[src/rtl/trap_ctrl_pkg.sv]
package trap_ctrl_pkg;

  localparam int NUM_LEVELS = 8;

  typedef enum logic [4:0] {
    SEL_BADADDR = 5'd8,
    SEL_COUNT   = 5'd9,
    SEL_COMPARE = 5'd11,
    SEL_STATUS  = 5'd12,
    SEL_CAUSE   = 5'd13,
    SEL_EPC     = 5'd14
  } cp_sel_e;

  typedef enum logic [1:0] {
    EV_NONE,
    EV_EXC,
    EV_IRQ,
    EV_RET
  } trap_ev_e;

endpackage

[src/rtl/trap_timer.sv]
module trap_timer #(
  parameter int TICK_CYCLES = 1000,
  parameter int W           = 32
) (
  input  logic         clk,
  input  logic         rst_n,
  input  logic         cnt_wr,
  input  logic         cmp_wr,
  input  logic [W-1:0] wdata,
  output logic [W-1:0] count,
  output logic [W-1:0] compare,
  output logic         pend
);

  localparam int PW = (TICK_CYCLES > 1) ? $clog2(TICK_CYCLES) : 1;

  logic [PW-1:0] presc;
  logic          tick;
  logic [W-1:0]  count_inc;

  assign tick      = (presc == PW'(TICK_CYCLES - 1));
  assign count_inc = count + W'(1);

  always_ff @(posedge clk) begin
    if (!rst_n) begin
      presc <= '0;
      count <= '0;
    end else if (cnt_wr) begin
      presc <= '0;
      count <= wdata;
    end else if (tick) begin
      presc <= '0;
      count <= count_inc;
    end else begin
      presc <= presc + PW'(1);
    end
  end

  always_ff @(posedge clk) begin
    if (!rst_n) begin
      compare <= '0;
      pend    <= 1'b0;
    end else begin
      if (cmp_wr) begin
        compare <= wdata;
        pend    <= 1'b0;
      end else if (tick && !cnt_wr && (count_inc == compare)) begin
        pend <= 1'b1;
      end
    end
  end

  // compare write drops the timer request
  a_r11_cmp_clears: assert property (@(posedge clk) disable iff (!rst_n)
    cmp_wr |=> !pend);

  // count only moves on a tick or a write
  a_r10_hold: assert property (@(posedge clk) disable iff (!rst_n)
    (!cnt_wr && !tick) |=> $stable(count));

  a_r10_step: assert property (@(posedge clk) disable iff (!rst_n)
    (!cnt_wr && tick) |=> (count == $past(count) + W'(1)));

endmodule

[src/rtl/trap_prio.sv]
module trap_prio
  import trap_ctrl_pkg::*;
#(
  parameter int LEVELS = NUM_LEVELS
) (
  input  logic              clk,
  input  logic              rst_n,
  input  logic              exc_valid,
  input  logic              eret,
  input  logic              ie,
  input  logic              exl,
  input  logic [LEVELS-1:0] pending,
  input  logic [LEVELS-1:0] mask,
  output trap_ev_e          ev
);

  logic irq_ok;

  assign irq_ok = ie && !exl && (|(pending & mask));

  always_comb begin
    if (exc_valid)   ev = EV_EXC;
    else if (irq_ok) ev = EV_IRQ;
    else if (eret)   ev = EV_RET;
    else             ev = EV_NONE;
  end

  // no interrupt accepted under the exception level
  a_r6_exl_blocks: assert property (@(posedge clk) disable iff (!rst_n)
    exl |-> (ev != EV_IRQ));

  // an exception always wins
  a_r9_exc_first: assert property (@(posedge clk) disable iff (!rst_n)
    exc_valid |-> (ev == EV_EXC));

endmodule

[src/rtl/trap_ctrl_unit.sv]
module trap_ctrl_unit
  import trap_ctrl_pkg::*;
#(
  parameter int          TICK_CYCLES = 1000,
  parameter int          SW_LEVELS   = 2,
  parameter int          TIMER_LEVEL = 5,
  parameter logic [31:0] VECTOR      = 32'h8000_0180
) (
  input  logic        clk,
  input  logic        rst_n,
  input  logic        mt_en,
  input  logic [4:0]  mt_sel,
  input  logic [31:0] mt_wdata,
  input  logic [4:0]  mf_sel,
  output logic [31:0] mf_rdata,
  input  logic [5:0]  ext_irq,
  input  logic        exc_valid,
  input  logic [4:0]  exc_code,
  input  logic        exc_addr_valid,
  input  logic [31:0] exc_addr,
  input  logic        eret,
  input  logic [31:0] cur_pc,
  output logic        redirect,
  output logic [31:0] redirect_pc
);

  localparam int HW_LEVELS = NUM_LEVELS - SW_LEVELS;

  logic [NUM_LEVELS-1:0] st_mask;
  logic                  st_exl;
  logic                  st_ie;
  logic [SW_LEVELS-1:0]  sw_pend;
  logic [4:0]            cause_code;
  logic [31:0]           epc_q;
  logic [31:0]           badaddr_q;
  logic [31:0]           count_q;
  logic [31:0]           compare_q;
  logic                  tmr_pend;
  logic [NUM_LEVELS-1:0] pend_all;
  logic [NUM_LEVELS-1:0] tmr_vec;
  logic                  wr_status, wr_cause, wr_epc, wr_count, wr_compare;
  trap_ev_e              ev;

  assign wr_status  = mt_en && (mt_sel == SEL_STATUS);
  assign wr_cause   = mt_en && (mt_sel == SEL_CAUSE);
  assign wr_epc     = mt_en && (mt_sel == SEL_EPC);
  assign wr_count   = mt_en && (mt_sel == SEL_COUNT);
  assign wr_compare = mt_en && (mt_sel == SEL_COMPARE);

  always_comb begin
    tmr_vec = '0;
    tmr_vec[TIMER_LEVEL] = tmr_pend;
  end

  assign pend_all = {ext_irq[HW_LEVELS-1:0], sw_pend} | tmr_vec;

  trap_timer #(
    .TICK_CYCLES (TICK_CYCLES),
    .W           (32)
  ) u_timer (
    .clk     (clk),
    .rst_n   (rst_n),
    .cnt_wr  (wr_count),
    .cmp_wr  (wr_compare),
    .wdata   (mt_wdata),
    .count   (count_q),
    .compare (compare_q),
    .pend    (tmr_pend)
  );

  trap_prio #(
    .LEVELS (NUM_LEVELS)
  ) u_prio (
    .clk       (clk),
    .rst_n     (rst_n),
    .exc_valid (exc_valid),
    .eret      (eret),
    .ie        (st_ie),
    .exl       (st_exl),
    .pending   (pend_all),
    .mask      (st_mask),
    .ev        (ev)
  );

  always_ff @(posedge clk) begin
    if (!rst_n) begin
      st_mask    <= '0;
      st_exl     <= 1'b0;
      st_ie      <= 1'b0;
      sw_pend    <= '0;
      cause_code <= '0;
      epc_q      <= '0;
      badaddr_q  <= '0;
    end else begin
      if (wr_status) begin
        st_mask <= mt_wdata[15:8];
        st_exl  <= mt_wdata[1];
        st_ie   <= mt_wdata[0];
      end
      if (wr_cause) begin
        sw_pend    <= mt_wdata[8 +: SW_LEVELS];
        cause_code <= mt_wdata[6:2];
      end
      if (wr_epc) epc_q <= mt_wdata;
      case (ev)
        EV_EXC: begin
          st_exl     <= 1'b1;
          cause_code <= exc_code;
          if (!st_exl) epc_q <= cur_pc;
          if (exc_addr_valid) badaddr_q <= exc_addr;
        end
        EV_IRQ: begin
          st_exl     <= 1'b1;
          cause_code <= 5'd0;
          epc_q      <= cur_pc;
        end
        EV_RET: st_exl <= 1'b0;
        default: ;
      endcase
    end
  end

  always_comb begin
    redirect    = (ev != EV_NONE);
    redirect_pc = (ev == EV_RET) ? epc_q : VECTOR;
  end

  always_comb begin
    mf_rdata = '0;
    case (mf_sel)
      SEL_BADADDR: mf_rdata = badaddr_q;
      SEL_COUNT:   mf_rdata = count_q;
      SEL_COMPARE: mf_rdata = compare_q;
      SEL_STATUS:  mf_rdata = {16'd0, st_mask, 3'd0, 1'b1, 2'd0, st_exl, st_ie};
      SEL_CAUSE:   mf_rdata = {16'd0, pend_all, 1'b0, cause_code, 2'd0};
      SEL_EPC:     mf_rdata = epc_q;
      default:     mf_rdata = '0;
    endcase
  end

  // accepted interrupt saves the PC and enters the exception level
  a_r5_irq_entry: assert property (@(posedge clk) disable iff (!rst_n)
    (ev == EV_IRQ) |=> (epc_q == $past(cur_pc)) && st_exl && (cause_code == 5'd0));

  // saved PC is frozen under the exception level
  a_r6_epc_frozen: assert property (@(posedge clk) disable iff (!rst_n)
    (st_exl && !wr_epc) |=> $stable(epc_q));

  // exception records its code and enters the exception level
  a_r7_exc_entry: assert property (@(posedge clk) disable iff (!rst_n)
    (ev == EV_EXC) |=> st_exl && (cause_code == $past(exc_code)));

  // return leaves the exception level
  a_r8_ret_clears: assert property (@(posedge clk) disable iff (!rst_n)
    (ev == EV_RET) |=> !st_exl);

  // user-mode bit always reads one
  a_r2_user_bit: assert property (@(posedge clk) disable iff (!rst_n)
    (mf_sel == SEL_STATUS) |-> mf_rdata[4]);

endmodule

[config.mk]
export PLATFORM = sky130hd
export DESIGN_NAME = trap_ctrl_unit
export DESIGN_NICKNAME = d
export VERILOG_FILES = /design/src/rtl/trap_ctrl_pkg.sv /design/src/rtl/trap_timer.sv /design/src/rtl/trap_prio.sv /design/src/rtl/trap_ctrl_unit.sv
export SDC_FILE = /design/constraint.sdc
export NUM_CORES = 1
export LEC_CHECK = 0
export BUFFER_PORTS_ARGS = -buffer_cell sky130_fd_sc_hd__buf_2
export CORE_AREA = 2 2 138 140
export CTS_BUF_LIST = sky130_fd_sc_hd__clkbuf_16
export DETAILED_ROUTE_END_ITERATION = 10
export DIE_AREA = 0 0 140 142
export GPL_TIMING_DRIVEN = 0
export HOLD_SLACK_MARGIN = 0.1
export PLACE_DENSITY = 0.79
export SETUP_SLACK_MARGIN = 0.2
export SYNTH_ARGS = -nofsm -noshare
export SYNTH_HDL_FRONTEND = slang
export SYNTH_SLANG_ARGS = --single-unit
[constraint.sdc]
create_clock -name clk -period 3.6 [get_ports clk]
set_input_delay 0.18 -clock clk [delete_from_list [all_inputs] [get_ports clk]]
set_output_delay 0.18 -clock clk [all_outputs]
set_load 0.005 [all_outputs]
==> impl_metrics.tcl, run 1 <==
set metrics [dict create \
    outcome "completed" \
    syn-num-nets 1351 \
    grt-ovfl-total 0 \
    startpoint_type "flop" \
    synth_async_sr_flop_share 0 \
    synth_seq_cells 156 \
    synth_area_um2 9080 \
    endpoint_kind "output pin" \
    synth_top_area_share 0.344 \
    reg2reg_depth 11 \
    rows 50 \
    ys_seq_area_frac 0.344 \
    numPortBuffers 185 \
    setup_violations 0 \
    min_from "exc_code[0]" \
    ant_nets 0 \
    worstPathRequired_ps 3420 \
    clock_path_buffers 2 \
    critPathMaxFanout 10 \
    synthFlopType "dfxtp_1" \
    die_h_um 142 \
    synth_common_cells "258 x nand2_1, 156 x dfxtp_1, 143 x a21oi_1, 108 x nor2_1, 81 x clkbuf_1" \
    drc 0 \
    hold_class "input port to flop" \
    p_int_uw 3000 \
    setup-tns-final_ps 0 \
    synth_cell_type_count 72 \
    r2r_slack_ps 380 \
    syn_area_per_cell_um2 7.43 \
    timing.hold.ws_ps 127 \
    cts_buffers 17 \
    hold_viol 0 \
    maxSlewViolCount 0 \
    timing.final.ws_setup_ps 311 \
    combPwrFrac 0.131 \
    grt_max_degree 17 \
    fin_cells 1770 \
    clock.fmax_mhz 304 \
    place_inst 1640 \
    placed_area_um2 10300 \
    hpwl_um 25700 \
    critPathArrivalTime_ps 3110 \
    drtPass1Iterations 6 \
    power.density_nw_per_um2 354 \
    antenna_found_initial 0 \
    wl_per_cell_um 19.8 \
    syn2layout_area_growth_pct 30.7 \
    holdPathEnd "cause_code[0]" \
    synth_enable_flop_cells 0 \
    start_util 0.492 \
    diodes 0 \
    drive_gt1_frac 0.178 \
    grt_pass1_wl_um 53800 \
    routabilityCongestion 0.995 \
    clock_sinks 156 \
    synth.area.top_cells "dfxtp_1 34%, nand2_1 11%, a21oi_1 7.9%" \
    syn_inst 1221 \
    min_path_cells 3 \
    finalCriticalPeriod_ps 3290 \
    dp_slack_ps 462 \
    first_global_vias 9906 \
    cts_setup_buffers 0 \
    worst_r2r_endpoint "epc_q[4]" \
    fin_skew_ps 9.64 \
    clock_tree.htree_level_count 4 \
    slew_headroom 0.241 \
    p_sw_frac 0.285 \
    fin_area_um2 11900 \
    switching_power_uw 1190 \
    worst_ir_drop_vdd_v 0.000330 \
    leakage_uw 0.00453 \
    cts-root-buf "clkbuf_16" \
    path_class "flop to output pin" \
    grtUsageTotal 0.347 \
    tightest_slew_ps 1130 \
    clkPwrFrac 0.432 \
    yosysMostFrequentCell "nand2_1" \
    yosysWarnings 0 \
    routed_wl_um 35100 \
    insertion_delay_ps 430 \
    io_pins 188 \
    dieWidth_um 140 \
    core_area_um2 18500 \
    synth_top_area_cell "dfxtp_1" \
    period_share 0.914 \
    routed_via_density 6.01 \
    drt_iter0_drc 1521 \
    r2r-start "sw_pend[0]" \
    fin_nets 1653 \
    dieArea_um2 19900 \
    cts_tree "built" \
    drv_cap 0 \
    clk_pin_slew_ps 70 \
    rsz0062_at_grt "false" \
    sequentialPowerShare 0.437 \
    route.vias.total 10634 \
]
[worst max-delay path by stage]
stage                                 from              end  slack [ps]  cells past startpoint
after CTS                       sw_pend[0]   redirect_pc[0]         280                     10
after global routing      u_timer.count[0]     u_timer.pend         210                      8
after detailed placement        sw_pend[0]        epc_q[21]         460                     11
after global placement          sw_pend[0]        epc_q[25]         520                     11
after floorplan                 st_mask[0]           st_exl        1020                      9
final                           sw_pend[0]  redirect_pc[19]         310                     10
[critical path: stages (launching register included)]
cell and delay (ps):
dfxtp_1 380, a22o_1 160, a221oi_1 50, a311o_1 390, nor2b_1 140, or2_2 320, inv_1 90, ha_1 390
clkbuf_1 390, and2_1 240, buf_2 130
[placed cells by master, fill, tap and decap left out, types with 4 or more instances in the layout]
master,synthesis,final
clkinv_4,0,4
clkbuf_2,0,4
and2_1,35,35
mux2_2,27,27
nor4_1,10,10
nor2_1,108,108
dfxtp_1,156,156
nand2_1,258,258
buf_2,2,187
or3_1,9,9
a22oi_1,40,40
and4_1,10,10
clkbuf_1,81,78
ha_1,7,7
nand2b_1,7,7
nor3_1,14,14
mux2i_1,15,15
o22ai_1,4,4
xnor2_1,38,38
a21oi_1,143,143
inv_1,12,12
nand4_1,16,16
clkbuf_16,0,17
buf_4,4,4
a211oi_1,33,33
xor2_1,28,28
inv_6,0,6
a311oi_1,7,7
dlygate4sd3_1,0,98
nand3_1,33,33
buf_1,8,7
o21ai_0,35,35
nor2b_1,11,11
[metrics by stage]
step / power (uW) / util
2_1_floorplan: 2100 / -
3_3_place_gp: 2310 / 0.558
3_5_place_dp: 2310 / 0.558
4_1_cts: 4170 / 0.642
5_1_grt: 4320 / 0.643
6_report: 4190 / 0.643
[layout make-up]
class,instances,area (um^2)
plain buffers,96,390
clock buffers,17,425
clock inverters,15,155
fillers,1522,6590
inverters,13,48.8
multi-input cells,956,5520
flip-flops and latches,156,3120
well taps,234,293
repair buffers,283,1910
[kinds of logic (layout without fill, tap and decap cells)]
kind of cell	Yosys count	count (layout)	share of synthesized area
compound gates	295	295	0.199
fa+ha+maj	7	7	0.00965
mux	42	42	0.0500
xor+xnor	66	66	0.0637
simple gates	546	546	0.285
flops	156	156	0.344
buf+inv	109	424	0.0478
[power by group through the flow]
stage | logic (uW) | registers, uW | clock network [uW]
2_1_floorplan | 247 | 1850 | 0
3_3_place_gp | 440 | 1870 | 0
4_1_cts | 528 | 1830 | 1810
3_5_place_dp | 444 | 1870 | 0
6_report | 551 | 1830 | 1810
5_1_grt | 592 | 1840 | 1890
[flip-flops by register name, summed over array words and instances, names as in the netlist]
register and flops:
sw_pend 2, u_timer.presc 10, u_timer.pend 1, u_timer.count 32
st_exl 1, st_mask 8, badaddr_q 32, u_timer.compare 32
epc_q 32, st_ie 1, cause_code 5
[layer usage]
metal / up-vias / GRT usage / part of all wire
li1: 4877 / - / -
met3: 118 / 0.0710 / 0.11
met2: 744 / 0.549 / 0.45
met5: - / 0 / 0
met1: 4895 / 0.460 / 0.39
met4: 0 / 0.158 / 0.042
[what timing repair did]
item | 4_1_cts | 5_1_grt
hold buffers | 98 | 0
gates resized for setup | 0 | 7
endpoints found under the setup margin | 0 | 18
hold endpoints to repair | 121 | 0
Power figures use the tool's default switching activity.
==> inputs of run 2 (changes only) <==
--- a/config.mk
+++ b/config.mk
@@ -13,6 +13,7 @@
 export GPL_TIMING_DRIVEN = 0
 export HOLD_SLACK_MARGIN = 0.1
 export PLACE_DENSITY = 0.79
+export RECOVER_POWER = 50
 export SETUP_SLACK_MARGIN = 0.2
 export SYNTH_ARGS = -nofsm -noshare
 export SYNTH_HDL_FRONTEND = slang
==> run 2 against run 1 <==
Net effect:
- via count grew 0.50%
- power rose by 0.12%
- register-to-register slack hardly changed
- final cell count unchanged
- core utilization down 0.11 points
- non-clock buffer count unchanged
- die area is the same
- worst setup slack lost 8.6 ps
- flip-flop and latch count did not move
- wire length is essentially flat
- critical path type unchanged
- critical endpoint unchanged
- largest power group unchanged
==> impl_metrics.tcl, run 2 (synthesis gave the netlist of run 1 again) <==
set metrics [dict create \
    outcome "completed" \
    hold_class "input port to flop" \
    layout_common_cells "258 x nand2_1, 174 x buf_2, 156 x dfxtp_1, 143 x a21oi_1, 108 x nor2_1" \
    endpoint_kind "output pin" \
    cts_buffers 17 \
    cts_tree "built" \
    cts-root-buf "clkbuf_16" \
    hpwl_um 25700 \
    critPathMaxFanout 10 \
    p_int_uw 3000 \
    fin_nets 1653 \
    setup-tns-final_ps 0 \
    grt-ovfl-total 0 \
    maxSlewViolCount 0 \
    routed_via_density 6.04 \
    insertion_delay_ps 430 \
    hold_viol 0 \
    dieArea_um2 19900 \
    startpoint_type "flop" \
    drc 0 \
    tightest_slew_ps 1130 \
    placed_area_um2 10300 \
    dieWidth_um 140 \
    grtUsageTotal 0.347 \
    core_area_um2 18500 \
    power.density_nw_per_um2 355 \
    clkPwrFrac 0.433 \
    fin_area_um2 11800 \
    timing.hold.ws_ps 118 \
    rows 50 \
    drt_iter0_drc 1458 \
    sequentialPowerShare 0.436 \
    diodes 0 \
    syn2layout_area_growth_pct 30.5 \
    min_from "mt_wdata[11]" \
    drive_gt1_frac 0.168 \
    first_global_vias 9906 \
    p_sw_frac 0.286 \
    start_util 0.492 \
    clock_tree.htree_level_count 4 \
    route.vias.total 10687 \
    grt_pass1_wl_um 53800 \
    combPwrFrac 0.131 \
    numPortBuffers 185 \
    clock.fmax_mhz 303 \
    fin_skew_ps 9.52 \
    slew_headroom 0.238 \
    clk_pin_slew_ps 70 \
    worstPathRequired_ps 3420 \
    r2r-start "sw_pend[0]" \
    finalCriticalPeriod_ps 3300 \
    grt_max_degree 17 \
    final_common_cell "nand2_1" \
    path_class "flop to output pin" \
    drv_cap 0 \
    worst_ir_drop_vdd_v 0.000332 \
    leakage_uw 0.00448 \
    critPathArrivalTime_ps 3120 \
    antenna_found_initial 0 \
    routed_wl_um 35100 \
    routabilityCongestion 0.995 \
    wl_per_cell_um 19.8 \
    switching_power_uw 1200 \
    die_h_um 142 \
    period_share 0.916 \
    cts_setup_buffers 0 \
    clock_sinks 156 \
    drtPass1Iterations 7 \
    setup_violations 0 \
    clock_path_buffers 2 \
    ant_nets 0 \
    io_pins 188 \
    crit_start "sw_pend[0]" \
    rsz0062_at_grt "false" \
]
==> run 2: final timing paths <==
kind / endpoint / slack [ps] / depth (start not counted)
max: redirect_pc[19] / 300 / 10
min: u_timer.compare[11] / 120 / 3
max reg2reg: epc_q[4] / 370 / 11
min reg2reg: u_timer.presc[0] / 460 / 1
==> run 2: through the flow <==
step                 util  power, uW  setup WS [ps]  cells
CTS                 0.642       4170            284   1770
detailed placement  0.558       2310            462   1640
finish              0.642       4200            303   1770
global route        0.642       4320            207   1770
floorplan               -       2100           1020   1221
global placement    0.558       2310            519   1640
==> run 2: worst max-delay path: stages, from the launching register on <==
cell,delay [ps]
dfxtp_1,390
a22o_1,160
a221oi_1,50
a311o_1,390
nor2b_1,140
or2_2,320
inv_1,90
ha_1,380
clkbuf_1,400
and2_1,240
buf_2,120
==> run 2: per-layer routing <==
metal  global-route usage  share of wire  vias up
met1                0.460           0.40     4916
met5                    0              0        -
li1                     -              -     4869
met4                0.158          0.048        0
met3               0.0710           0.11      146
met2                0.549           0.45      756
==> run 2: power groups by stage <==
stage	clock, uW	sequential [uW]	combinational [uW]
2_1_floorplan	0	1850	247
3_3_place_gp	0	1870	440
3_5_place_dp	0	1870	444
4_1_cts	1810	1830	528
5_1_grt	1890	1840	591
6_report	1820	1830	551
==> run 2: layout make-up <==
type,instances,area [um^2]
fill,1532,6610
multi-input combinational,956,5520
sequential,156,3120
timing repair buffer,283,1890
clock buffer,17,425
buffer,96,390
tap,234,293
clock inverter,15,155
inverter,13,48.8
==> run 2: repair_timing <==
item / in CTS / in global routing
setup endpoints to repair: 0 / 18
endpoints found under the hold margin: 121 / 0
hold buffers: 98 / 0
resized for setup: 0 / 7
